$ cat src/rtl/uart_gap_tx_pkg.sv
// Shared types for the gap-inserting serial transmitter.
package uart_gap_tx_pkg;

    // Frame sequencer states
    typedef enum logic [2:0] {
        ST_IDLE  = 3'd0,
        ST_START = 3'd1,
        ST_DATA  = 3'd2,
        ST_PAR   = 3'd3,
        ST_STOP  = 3'd4,
        ST_GAP   = 3'd5
    } tx_state_e;

    // Per-frame format captured when a byte is loaded
    typedef struct packed {
        logic [1:0] len_sel;
        logic       stop_sel;
        logic       par_en;
        logic       par_even;
        logic       par_force;
    } frame_cfg_t;

endpackage

$ cat src/rtl/uart_gap_tx_hold.sv
// One-byte holding stage.
// Accepts a byte when empty and releases it when the sequencer takes it.
// Assumes take is only raised while the stage is full.
module uart_gap_tx_hold #(
    parameter int DW = 8
) (
    input  logic          clk,
    input  logic          rst_n,
    input  logic          wr_en,
    input  logic [DW-1:0] wr_data,
    input  logic          take,
    output logic          hold_full,
    output logic [DW-1:0] hold_data
);

    // Capture a byte when empty, drop it when the sequencer takes it
    always_ff @(posedge clk) begin
        if (!rst_n) begin
            hold_full <= 1'b0;
            hold_data <= '0;
        end else if (take) begin
            hold_full <= 1'b0;
        end else if (wr_en && !hold_full) begin
            hold_full <= 1'b1;
            hold_data <= wr_data;
        end
    end

    assert_take_full_R10: assert property (@(posedge clk) disable iff (!rst_n)
        take |-> hold_full);

    assert_keep_when_full_R10: assert property (@(posedge clk) disable iff (!rst_n)
        (hold_full && !take) |=> (hold_full && $stable(hold_data)));

endmodule

$ cat src/rtl/uart_gap_tx_seq.sv
// Frame sequencer: start, data (LSB first), optional parity, stop, then gap.
// Every element is timed in 16x ticks. Frame format is latched at load.
// The gap value is sampled when the stop element ends.
// Assumes tick is a single-cycle pulse and DW is at least 8.
module uart_gap_tx_seq
    import uart_gap_tx_pkg::*;
#(
    parameter int OSR = 16,
    parameter int DW  = 8,
    parameter int GW  = 8
) (
    input  logic          clk,
    input  logic          rst_n,
    input  logic          tick,
    input  logic          brk,
    input  frame_cfg_t    cfg,
    input  logic [GW-1:0] gap,
    input  logic          hold_full,
    input  logic [DW-1:0] hold_data,
    output logic          take,
    output logic          txd,
    output logic          busy
);

    localparam int CW = $clog2(2 * OSR);
    localparam int BW = $clog2(DW);
    localparam logic [CW-1:0] LAST_ONE  = CW'(OSR - 1);
    localparam logic [CW-1:0] LAST_HALF = CW'(OSR + OSR / 2 - 1);
    localparam logic [CW-1:0] LAST_TWO  = CW'(2 * OSR - 1);

    tx_state_e     state;
    frame_cfg_t    cfg_q;
    logic [CW-1:0] tcnt;
    logic [CW-1:0] elem_last;
    logic [BW-1:0] bidx;
    logic [BW-1:0] bidx_last;
    logic [DW-1:0] shreg;
    logic [GW-1:0] gcnt;
    logic          par_acc;
    logic          par_bit;
    logic          elem_end;
    logic          frame_done;
    logic          line;

    // Tick index of the last tick in the current element
    always_comb begin
        elem_last = LAST_ONE;
        if (state == ST_STOP && cfg_q.stop_sel)
            elem_last = (cfg_q.len_sel == 2'b00) ? LAST_HALF : LAST_TWO;
    end

    assign elem_end  = tick && (tcnt == elem_last);
    assign bidx_last = BW'(4) + BW'(cfg_q.len_sel);

    // Frame ends after stop with no gap, or after the final gap period
    assign frame_done = elem_end &&
                        ((state == ST_STOP && gap == '0) ||
                         (state == ST_GAP && gcnt == GW'(1)));

    assign take = hold_full && (state == ST_IDLE || frame_done);
    assign busy = (state != ST_IDLE);

    // Parity level: fixed when forced, otherwise completes even/odd count
    assign par_bit = cfg_q.par_force ? ~cfg_q.par_even
                                     : (par_acc ^ ~cfg_q.par_even);

    // Line level from the current element
    always_comb begin
        case (state)
            ST_START: line = 1'b0;
            ST_DATA:  line = shreg[0];
            ST_PAR:   line = par_bit;
            default:  line = 1'b1;
        endcase
    end

    assign txd = brk ? 1'b0 : line;

    // State, tick counter, shift register and gap counter
    always_ff @(posedge clk) begin
        if (!rst_n) begin
            state   <= ST_IDLE;
            cfg_q   <= '0;
            tcnt    <= '0;
            bidx    <= '0;
            shreg   <= '0;
            gcnt    <= '0;
            par_acc <= 1'b0;
        end else if (take) begin
            state   <= ST_START;
            cfg_q   <= cfg;
            tcnt    <= '0;
            bidx    <= '0;
            shreg   <= hold_data;
            par_acc <= 1'b0;
        end else if (tick) begin
            tcnt <= elem_end ? '0 : tcnt + CW'(1);
            if (elem_end) begin
                case (state)
                    ST_START: state <= ST_DATA;
                    ST_DATA: begin
                        par_acc <= par_acc ^ shreg[0];
                        shreg   <= shreg >> 1;
                        bidx    <= bidx + BW'(1);
                        if (bidx == bidx_last)
                            state <= cfg_q.par_en ? ST_PAR : ST_STOP;
                    end
                    ST_PAR:   state <= ST_STOP;
                    ST_STOP: begin
                        if (gap == '0) begin
                            state <= ST_IDLE;
                        end else begin
                            state <= ST_GAP;
                            gcnt  <= gap;
                        end
                    end
                    ST_GAP: begin
                        if (gcnt == GW'(1)) state <= ST_IDLE;
                        else                gcnt  <= gcnt - GW'(1);
                    end
                    default: state <= ST_IDLE;
                endcase
            end
        end
    end

    assert_start_waits_tick_R2: assert property (@(posedge clk) disable iff (!rst_n)
        (state == ST_START && !tick) |=> (state == ST_START));

    assert_gap_zero_back_to_back_R8: assert property (@(posedge clk) disable iff (!rst_n)
        (state == ST_STOP && elem_end && gap == '0 && hold_full) |=> (state == ST_START));

endmodule

$ cat src/rtl/uart_gap_tx_rts.sv
// Request-to-send output selection.
// Active level follows either activity or a manual bit, then polarity.
module uart_gap_tx_rts (
    input  logic clk,
    input  logic rst_n,
    input  logic rts_auto,
    input  logic rts_manual,
    input  logic rts_high,
    input  logic hold_full,
    input  logic busy,
    output logic rts
);

    logic active;

    // Pick the request source, then apply polarity
    always_comb begin
        active = rts_auto ? (hold_full || busy) : rts_manual;
        rts    = rts_high ? active : ~active;
    end

    assert_rts_auto_low_R11: assert property (@(posedge clk) disable iff (!rst_n)
        (rts_auto && !rts_high && hold_full) |-> !rts);

endmodule

$ cat src/rtl/uart_gap_tx.sv
// Top: asynchronous serial transmitter with programmable character gap.
// Holds one byte, frames it from 16x ticks, and inserts idle bit periods.
// Assumes tick16 is a one-cycle pulse and the bit rate is set outside.
module uart_gap_tx
    import uart_gap_tx_pkg::*;
#(
    parameter int          OSR       = 16,
    parameter int          DW        = 8,
    parameter int          GW        = 8,
    parameter logic [GW-1:0] GAP_RESET = GW'(8'h24)
) (
    input  logic          clk,
    input  logic          rst_n,
    input  logic          tick16,
    input  logic          wr_en,
    input  logic [DW-1:0] wr_data,
    input  logic [1:0]    char_len,
    input  logic          stop_sel,
    input  logic          par_en,
    input  logic          par_even,
    input  logic          par_force,
    input  logic          brk,
    input  logic          gap_load,
    input  logic [GW-1:0] gap_value,
    input  logic          rts_auto,
    input  logic          rts_manual,
    input  logic          rts_high,
    output logic          txd,
    output logic          hold_empty,
    output logic          rts
);

    logic [GW-1:0] gap_q;
    logic          hold_full;
    logic [DW-1:0] hold_data;
    logic          take;
    logic          busy;
    frame_cfg_t    cfg;

    // Gap register, written by its load strobe
    always_ff @(posedge clk) begin
        if (!rst_n)        gap_q <= GAP_RESET;
        else if (gap_load) gap_q <= gap_value;
    end

    // Gather the format inputs into one word
    always_comb begin
        cfg.len_sel   = char_len;
        cfg.stop_sel  = stop_sel;
        cfg.par_en    = par_en;
        cfg.par_even  = par_even;
        cfg.par_force = par_force;
    end

    assign hold_empty = ~hold_full;

    uart_gap_tx_hold #(.DW(DW)) u_hold (
        .clk       (clk),
        .rst_n     (rst_n),
        .wr_en     (wr_en),
        .wr_data   (wr_data),
        .take      (take),
        .hold_full (hold_full),
        .hold_data (hold_data)
    );

    uart_gap_tx_seq #(.OSR(OSR), .DW(DW), .GW(GW)) u_seq (
        .clk       (clk),
        .rst_n     (rst_n),
        .tick      (tick16),
        .brk       (brk),
        .cfg       (cfg),
        .gap       (gap_q),
        .hold_full (hold_full),
        .hold_data (hold_data),
        .take      (take),
        .txd       (txd),
        .busy      (busy)
    );

    uart_gap_tx_rts u_rts (
        .clk        (clk),
        .rst_n      (rst_n),
        .rts_auto   (rts_auto),
        .rts_manual (rts_manual),
        .rts_high   (rts_high),
        .hold_full  (hold_full),
        .busy       (busy),
        .rts        (rts)
    );

    assert_break_space_R7: assert property (@(posedge clk) disable iff (!rst_n)
        brk |-> !txd);

    assert_write_fills_R10: assert property (@(posedge clk) disable iff (!rst_n)
        (wr_en && hold_empty) |=> !hold_empty);

endmodule

$ cat config.mk
export PLATFORM = sky130hd
export DESIGN_NAME = uart_gap_tx
export DESIGN_NICKNAME = d
export VERILOG_FILES = /design/src/rtl/uart_gap_tx_pkg.sv /design/src/rtl/uart_gap_tx_hold.sv /design/src/rtl/uart_gap_tx_seq.sv /design/src/rtl/uart_gap_tx_rts.sv /design/src/rtl/uart_gap_tx.sv
export SDC_FILE = /design/constraint.sdc
export NUM_CORES = 1
export LEC_CHECK = 0
export ABC_CLOCK_PERIOD_IN_PS = 2900
export BUFFER_PORTS_ARGS = -buffer_cell sky130_fd_sc_hd__buf_2
export CAP_MARGIN = 20
export CORE_ASPECT_RATIO = 0.5
export CORE_UTILIZATION = 55
export CTS_BUF_LIST = sky130_fd_sc_hd__clkbuf_4 sky130_fd_sc_hd__clkbuf_8
export CTS_CLUSTER_DIAMETER = 100
export CTS_CLUSTER_SIZE = 12
export DETAILED_ROUTE_END_ITERATION = 10
export PLACE_DENSITY_LB_ADDON = 0.15
export SYNTH_ARGS = -nofsm -noshare
export SYNTH_HDL_FRONTEND = slang
export SYNTH_SLANG_ARGS = --single-unit
$ cat constraint.sdc
create_clock -name clk -period 2.9 [get_ports clk]
set_input_delay 0.725 -clock clk [delete_from_list [all_inputs] [get_ports clk]]
set_output_delay 0.725 -clock clk [all_outputs]
set_load 0.05 [all_outputs]
# Word-level counts from Yosys, hierarchy flattened
# Index checks and enable logic that the tools add are counted.
# classes
mux,23
n_addsub,4
eq_ne,14
reduce_logical,26
bitwise_logic,7
# ops
operator,count
two-way mux 8 bit,6
one-hot mux 8 bit (2 select lines),1
one-hot mux 3 bit (5 select lines),1
two-way mux 3 bit,4
two-way mux 5 bit,2
"equality test 8 x 1 -> 1 bit, second input constant",1
zero test 8 bit,1
AND reduction 4 bit,2
nonzero test 2 bit,4
"subtractor 8 x 1 -> 8 bit, second input constant",1
logical AND 1 bit,7
two-way mux 1 bit,7
"equality test 3 x 2 -> 1 bit, second input constant",2
"equality test 3 bit, second input constant",2
"!= test 2 bit, second input constant",3
AND reduction 3 bit,2
AND reduction 6 bit,1
"adder 5 x 1 -> 5 bit, second input constant",1
equality test 5 bit,1
inverter 1 bit,5
two-way mux 4 bit,1
"adder 3 x 1 -> 3 bit, second input constant",1
"adder 3 x 2 -> 3 bit, first input constant",1
"equality test 3 x 1 -> 1 bit, second input constant",1
13 further kinds,16
# word_totals
wordCells,89
input_bits,31
output_inout_bits,3
reg_bits,51

# Logic depth before layout (Yosys ltp)
# depth
ltp_word,10
depth_mapped,9
ltp_nobuf,7

# Cells and area by module
# Synthesis repeated with hierarchy kept, for this count alone.
# unflattened
cells_unflattened,300
area_unflattened_um2,2723.9
# by_module_without_submodules
module,cells_each,n_inst,area_per_inst_um2,seq_area_each_um2
uart_gap_tx_seq,230,1,2004.4,680.7
uart_gap_tx_hold,39,1,370.4,180.2
uart_gap_tx,26,1,300.3,160.2
uart_gap_tx_rts,5,1,48.8,0.0

# Worst setup path after synthesis
# No wires, ideal clock.
# synth_path
path_type,input-to-output
start,input port rts_manual
end,output port rts
required_time_ns,2.175
path_slack_ns,0.463
arrival_time_ns,1.712
cell_stages,3
n_path_buf,0
path_cell_list,nor2_1 > a31o_2 > xor2_1
# synth_between
elab_chain_cells,3
# synth_rtl
element,line_no,rtl
start: declaration,uart_gap_tx.sv:26,"input logic rts_manual,"
two-way mux 1 bit *,uart_gap_tx_rts.sv:18,active = rts_auto ? (hold_full || busy) : rts_manual;
inverter 1 bit,uart_gap_tx_rts.sv:19,rts = rts_high ? active : ~active;
two-way mux 1 bit *,uart_gap_tx_rts.sv:19,
end: declaration,uart_gap_tx.sv:30,output logic rts
# Mark *: on every way between the ends. The rest lies on a longest branch, timed or not.

# Worst setup path after layout
# layout_path
start,register u_seq.state[0]
end,output port rts
# layout_between
elab_chain_cells,5
# layout_rtl
element,line_no,rtl
start: declaration,uart_gap_tx_seq.sv:31,tx_state_e state;
start signal: assignment,uart_gap_tx_seq.sv:106,state <= cfg_q.par_en ? ST_PAR : ST_STOP;
nonzero test 3 bit *,uart_gap_tx_seq.sv:61,assign busy = (state != ST_IDLE);
logical OR 1 bit *,uart_gap_tx_rts.sv:18,
two-way mux 1 bit *,uart_gap_tx_rts.sv:18,
inverter 1 bit,uart_gap_tx_rts.sv:19,
two-way mux 1 bit *,uart_gap_tx_rts.sv:19,
# Marks and branches as above.

==> key figures <==
Worst setup path
  • Arrival time of the worst setup path: 1740 ps
  • Worst setup path startpoint: u_seq.state[0]
  • Critical Path Fanout Max: 11
  • Worst reg2reg path endpoint: u_seq.shreg[6]
  • Worst setup path class: flop to output port
  • FF-to-FF path depth: 6
  • Start of the worst register-to-register path: u_seq.state[1]
  • Endpoint of the most critical setup path: rts
  • Critical path required time: 2170 ps
  • Reg2reg setup slack: 790 ps
  • Kind of end point of the critical path: output port
  • Element type at the critical path start: flop

STA
  • Number of setup violations in the final report: 0
  • Post-Route Skew: 14.69 ps
  • Max-slew headroom: 0.5245
  • Total count of hold-check failures in the final report: 0
  • Share of the clock period used by the worst path after layout: 0.8507
  • Final critical delay including setup and external delays: 2467 ps
  • Fmax achieved: just over 400 MHz
  • Slew at the pin closest to its max-slew limit: 712.5 ps
  • RSZ-0062 raised after global routing: false
  • Final Max Slew Viols: 0
  • Setup TNS Final: 0 ps

Logic synthesis
  • Most used DFF post-synth: sky130_fd_sc_hd__dfxtp_1
  • Largest area contributor in the netlist: sky130_fd_sc_hd__dfxtp_1
  • Number of synthesized register bits: 51
  • Post-synthesis area per instance: 9.153 um2
  • Cells after synthesis: 292
  • Share of the synthesized area in the top cell type: 0.3820
  • Sequential fraction of the synthesis area: 0.3820
  • Area of the mapped netlist: 2673 um2
  • Count of flip-flops with a built-in enable after synthesis: 0
  • Count of different cell masters after synthesis: 53
  • Largest cells by area after synthesis: sky130_fd_sc_hd__dfxtp_1 (38%), sky130_fd_sc_hd__mux2i_1 (12%), sky130_fd_sc_hd__nand2_1 (5.8%), sky130_fd_sc_hd__nor2_1 (4.2%), sky130_fd_sc_hd__a21oi_1 (3.2%)
  • Ys Warns: 0
  • Mapped Nets: between 300 and 400
  • Fraction of registers with async set/reset: 0

Clock tree
  • Root Buffer: sky130_fd_sc_hd__clkbuf_8
  • TritonCTS clock tree: built
  • Clock Sinks: 51
  • Hold_buf cts: 0
  • Worst-Skew Late Latency: 300 ps
  • Buffers inserted by post-CTS timing repair: 0
  • Clock slew seen by the registers of the worst setup and hold paths: 90 ps
  • PostCTS Resize Cnt: 0
  • Cts bufs inserted: 5
  • Number of buffers on the longest clock path: 2
  • Total number of H-tree levels: 2

Floorplan
  • Top-Level Pins: 34
  • Die Y-Extent: 51.29 um
  • Die area: 5159 um2
  • Number of cell rows: 17
  • Initial standard-cell utilization of the core: 0.5899
  • Horiz. Die Dim: between 100 and 150 um
  • Placeable core area: 4531 um2

Run
  • Max-capacitance violation count: 0

Global route
  • Via count of the first global-routing pass: 1958
  • GR Overflow Total: 0
  • Largest net degree at the start of global routing: 32
  • Initial antenna violation count: 0
  • Global-route wire length before repair: 8825 um
  • Tot GR Track Use: 0.2205

Detailed routing
  • DRC violations left: 0
  • DRT iter0 DRCs: between 60 and 70
  • Count of nets left with antenna violations after detail routing: 0
  • Post-DR wirelength/cell: 12.92 um
  • Final wirelength: 5001 um
  • Mean number of vias per cell: 5.315
  • Via total after detailed routing: 2057
  • Detailed-router iteration count before antenna repair: 4

Status
  • Status: completed

Hold path
  • Type of the most critical hold path: flop to flop
  • Depth of the worst hold-timing path: 2

Power and ir drop
  • Highest ir drop seen on vdd: 248.3 uV
  • Total power: approximately 1300 uW
  • Total power per unit cell area: ~460 nW/um2
  • Leakage: 0.001134 uW

Layout
  • Final cell count without fillers: 387
  • N_diodes: 0
  • Area added between synthesis and finish: 10.07%
  • Number of nets in the final layout: 355
  • Post-Layout Inst Area: 2942 um2
  • Fraction of final layout cells sized beyond drive strength 1: 0.2118

Placed design
  • Number of placed cells counting well taps: 379
  • Cell area reported after detailed placement: 2843 um2
  • Count of port buffers added during placement: 33
  • Global placer's final weighted congestion: 0.7879
  • Estimated wirelength of the detail-placed design: ~3600 um
## placed cells by master (no fill, tap or decap), types with 3 or more instances in the layout
master,n
sky130_fd_sc_hd__dfxtp_1,51
sky130_fd_sc_hd__nand2_1,41
sky130_fd_sc_hd__buf_2,33
sky130_fd_sc_hd__mux2i_1,32
sky130_fd_sc_hd__nor2_1,30
sky130_fd_sc_hd__a21oi_1,17
sky130_fd_sc_hd__inv_1,7
sky130_fd_sc_hd__nor3_2,7
sky130_fd_sc_hd__xor2_1,6
sky130_fd_sc_hd__nand3_1,6
sky130_fd_sc_hd__o21ai_1,6
sky130_fd_sc_hd__clkbuf_8,6
sky130_fd_sc_hd__buf_4,6
sky130_fd_sc_hd__nor3_1,4
sky130_fd_sc_hd__nor2b_1,4
sky130_fd_sc_hd__xnor2_1,4
sky130_fd_sc_hd__mux2_1,4
sky130_fd_sc_hd__a21o_1,4
sky130_fd_sc_hd__ha_1,4
sky130_fd_sc_hd__nor3b_1,3
sky130_fd_sc_hd__nor4_1,3
sky130_fd_sc_hd__mux2_2,3
sky130_fd_sc_hd__nand3b_1,3
## power breakdown
part	internal, uW	switching, uW	total (uW)
clock network	205	229	434
registers	727	23.2	751
logic	69.5	92.7	162
## sequential cells by signal, summed over array words and instances (netlist names)
register,cells
u_seq.tcnt,5
u_hold.hold_full,1
u_seq.state,3
gap_q,8
u_seq.par_acc,1
u_seq.cfg_q,6
u_seq.bidx,3
u_seq.gcnt,8
u_seq.shreg,8
u_hold.hold_data,8
## cell type report
class | instances | area, um2
Inverter | 7 | 26.28
Tap cell | 66 | 82.58
Fill cell | 400 | 1589
Multi-Input combinational cell | 216 | 1503
Sequential cell | 51 | 1021
Clock buffer | 7 | 90.09
Timing Repair Buffer | 39 | 210.2
Clock inverter | 1 | 8.758
## through the flow
stage               worst slack (ps)  hold WS [ps]  utilization
finish                         433.1         463.2       0.6493
global route                   275.6         497.5       0.6493
CTS                            410.1         466.1       0.6493
detailed placement             530.5         452.5       0.6275
global placement               605.0         446.4       0.6275
floorplan                      463.3         430.2            -
## cell families after synthesis
logic type               after synthesis  synth area share
AND/OR/NAND/NOR                      116            0.2332
flip-flops                            51            0.3820
AO/OA/AOI/OAI                         47            0.1283
multiplexers                          39            0.1493
buffers and inverters                 25           0.05571
XOR/XNOR                              10           0.03277
adder cells (fa/ha/maj)                4           0.01873
## how the worst min path moves through the flow
stage | start | end | slack, ps
2_1_floorplan | u_seq.cfg_q[3] | u_seq.cfg_q[3] | 430
3_3_place_gp | u_seq.cfg_q[3] | u_seq.cfg_q[3] | 450
3_5_place_dp | u_seq.cfg_q[3] | u_seq.cfg_q[3] | 450
4_1_cts | u_seq.cfg_q[3] | u_seq.cfg_q[3] | 470
5_1_grt | u_seq.cfg_q[3] | u_seq.cfg_q[3] | 500
6_report | u_seq.cfg_q[3] | u_seq.cfg_q[3] | 460
## critical path, cell delays in order (launching register included)
cell,delay (ps)
sky130_fd_sc_hd__dfxtp_1,420
sky130_fd_sc_hd__nor3_1,390
sky130_fd_sc_hd__a31o_2,220
sky130_fd_sc_hd__xor2_1,130
sky130_fd_sc_hd__buf_2,270
## routing by layer
| layer | GRT usage | part of all wire | vias to the layer above |
|---|---|---|---|
| met5 | 0 | 0 | - |
| li1 | - | - | 1069 |
| met4 | 0.07488 | 0.010 | 0 |
| met3 | 0.05335 | 0.026 | 7 |
| met2 | 0.3721 | 0.47 | 24 |
| met1 | 0.2790 | 0.50 | 957 |
## synth_stat cells (3+ instances only)
cell type / n
sky130_fd_sc_hd__dfxtp_1: 51
sky130_fd_sc_hd__nand2_1: 41
sky130_fd_sc_hd__mux2i_1: 32
sky130_fd_sc_hd__nor2_1: 30
sky130_fd_sc_hd__a21oi_1: 17
sky130_fd_sc_hd__clkbuf_1: 9
sky130_fd_sc_hd__inv_1: 7
sky130_fd_sc_hd__nor3_2: 7
sky130_fd_sc_hd__nand3_1: 6
sky130_fd_sc_hd__o21ai_1: 6
sky130_fd_sc_hd__xor2_1: 6
sky130_fd_sc_hd__a21o_1: 4
sky130_fd_sc_hd__ha_1: 4
sky130_fd_sc_hd__mux2_1: 4
sky130_fd_sc_hd__nor2b_1: 4
sky130_fd_sc_hd__nor3_1: 4
sky130_fd_sc_hd__xnor2_1: 4
sky130_fd_sc_hd__buf_2: 3
sky130_fd_sc_hd__mux2_2: 3
sky130_fd_sc_hd__nand3b_1: 3
sky130_fd_sc_hd__nor3b_1: 3
sky130_fd_sc_hd__nor4_1: 3
(Power assumes the default switching activity.)
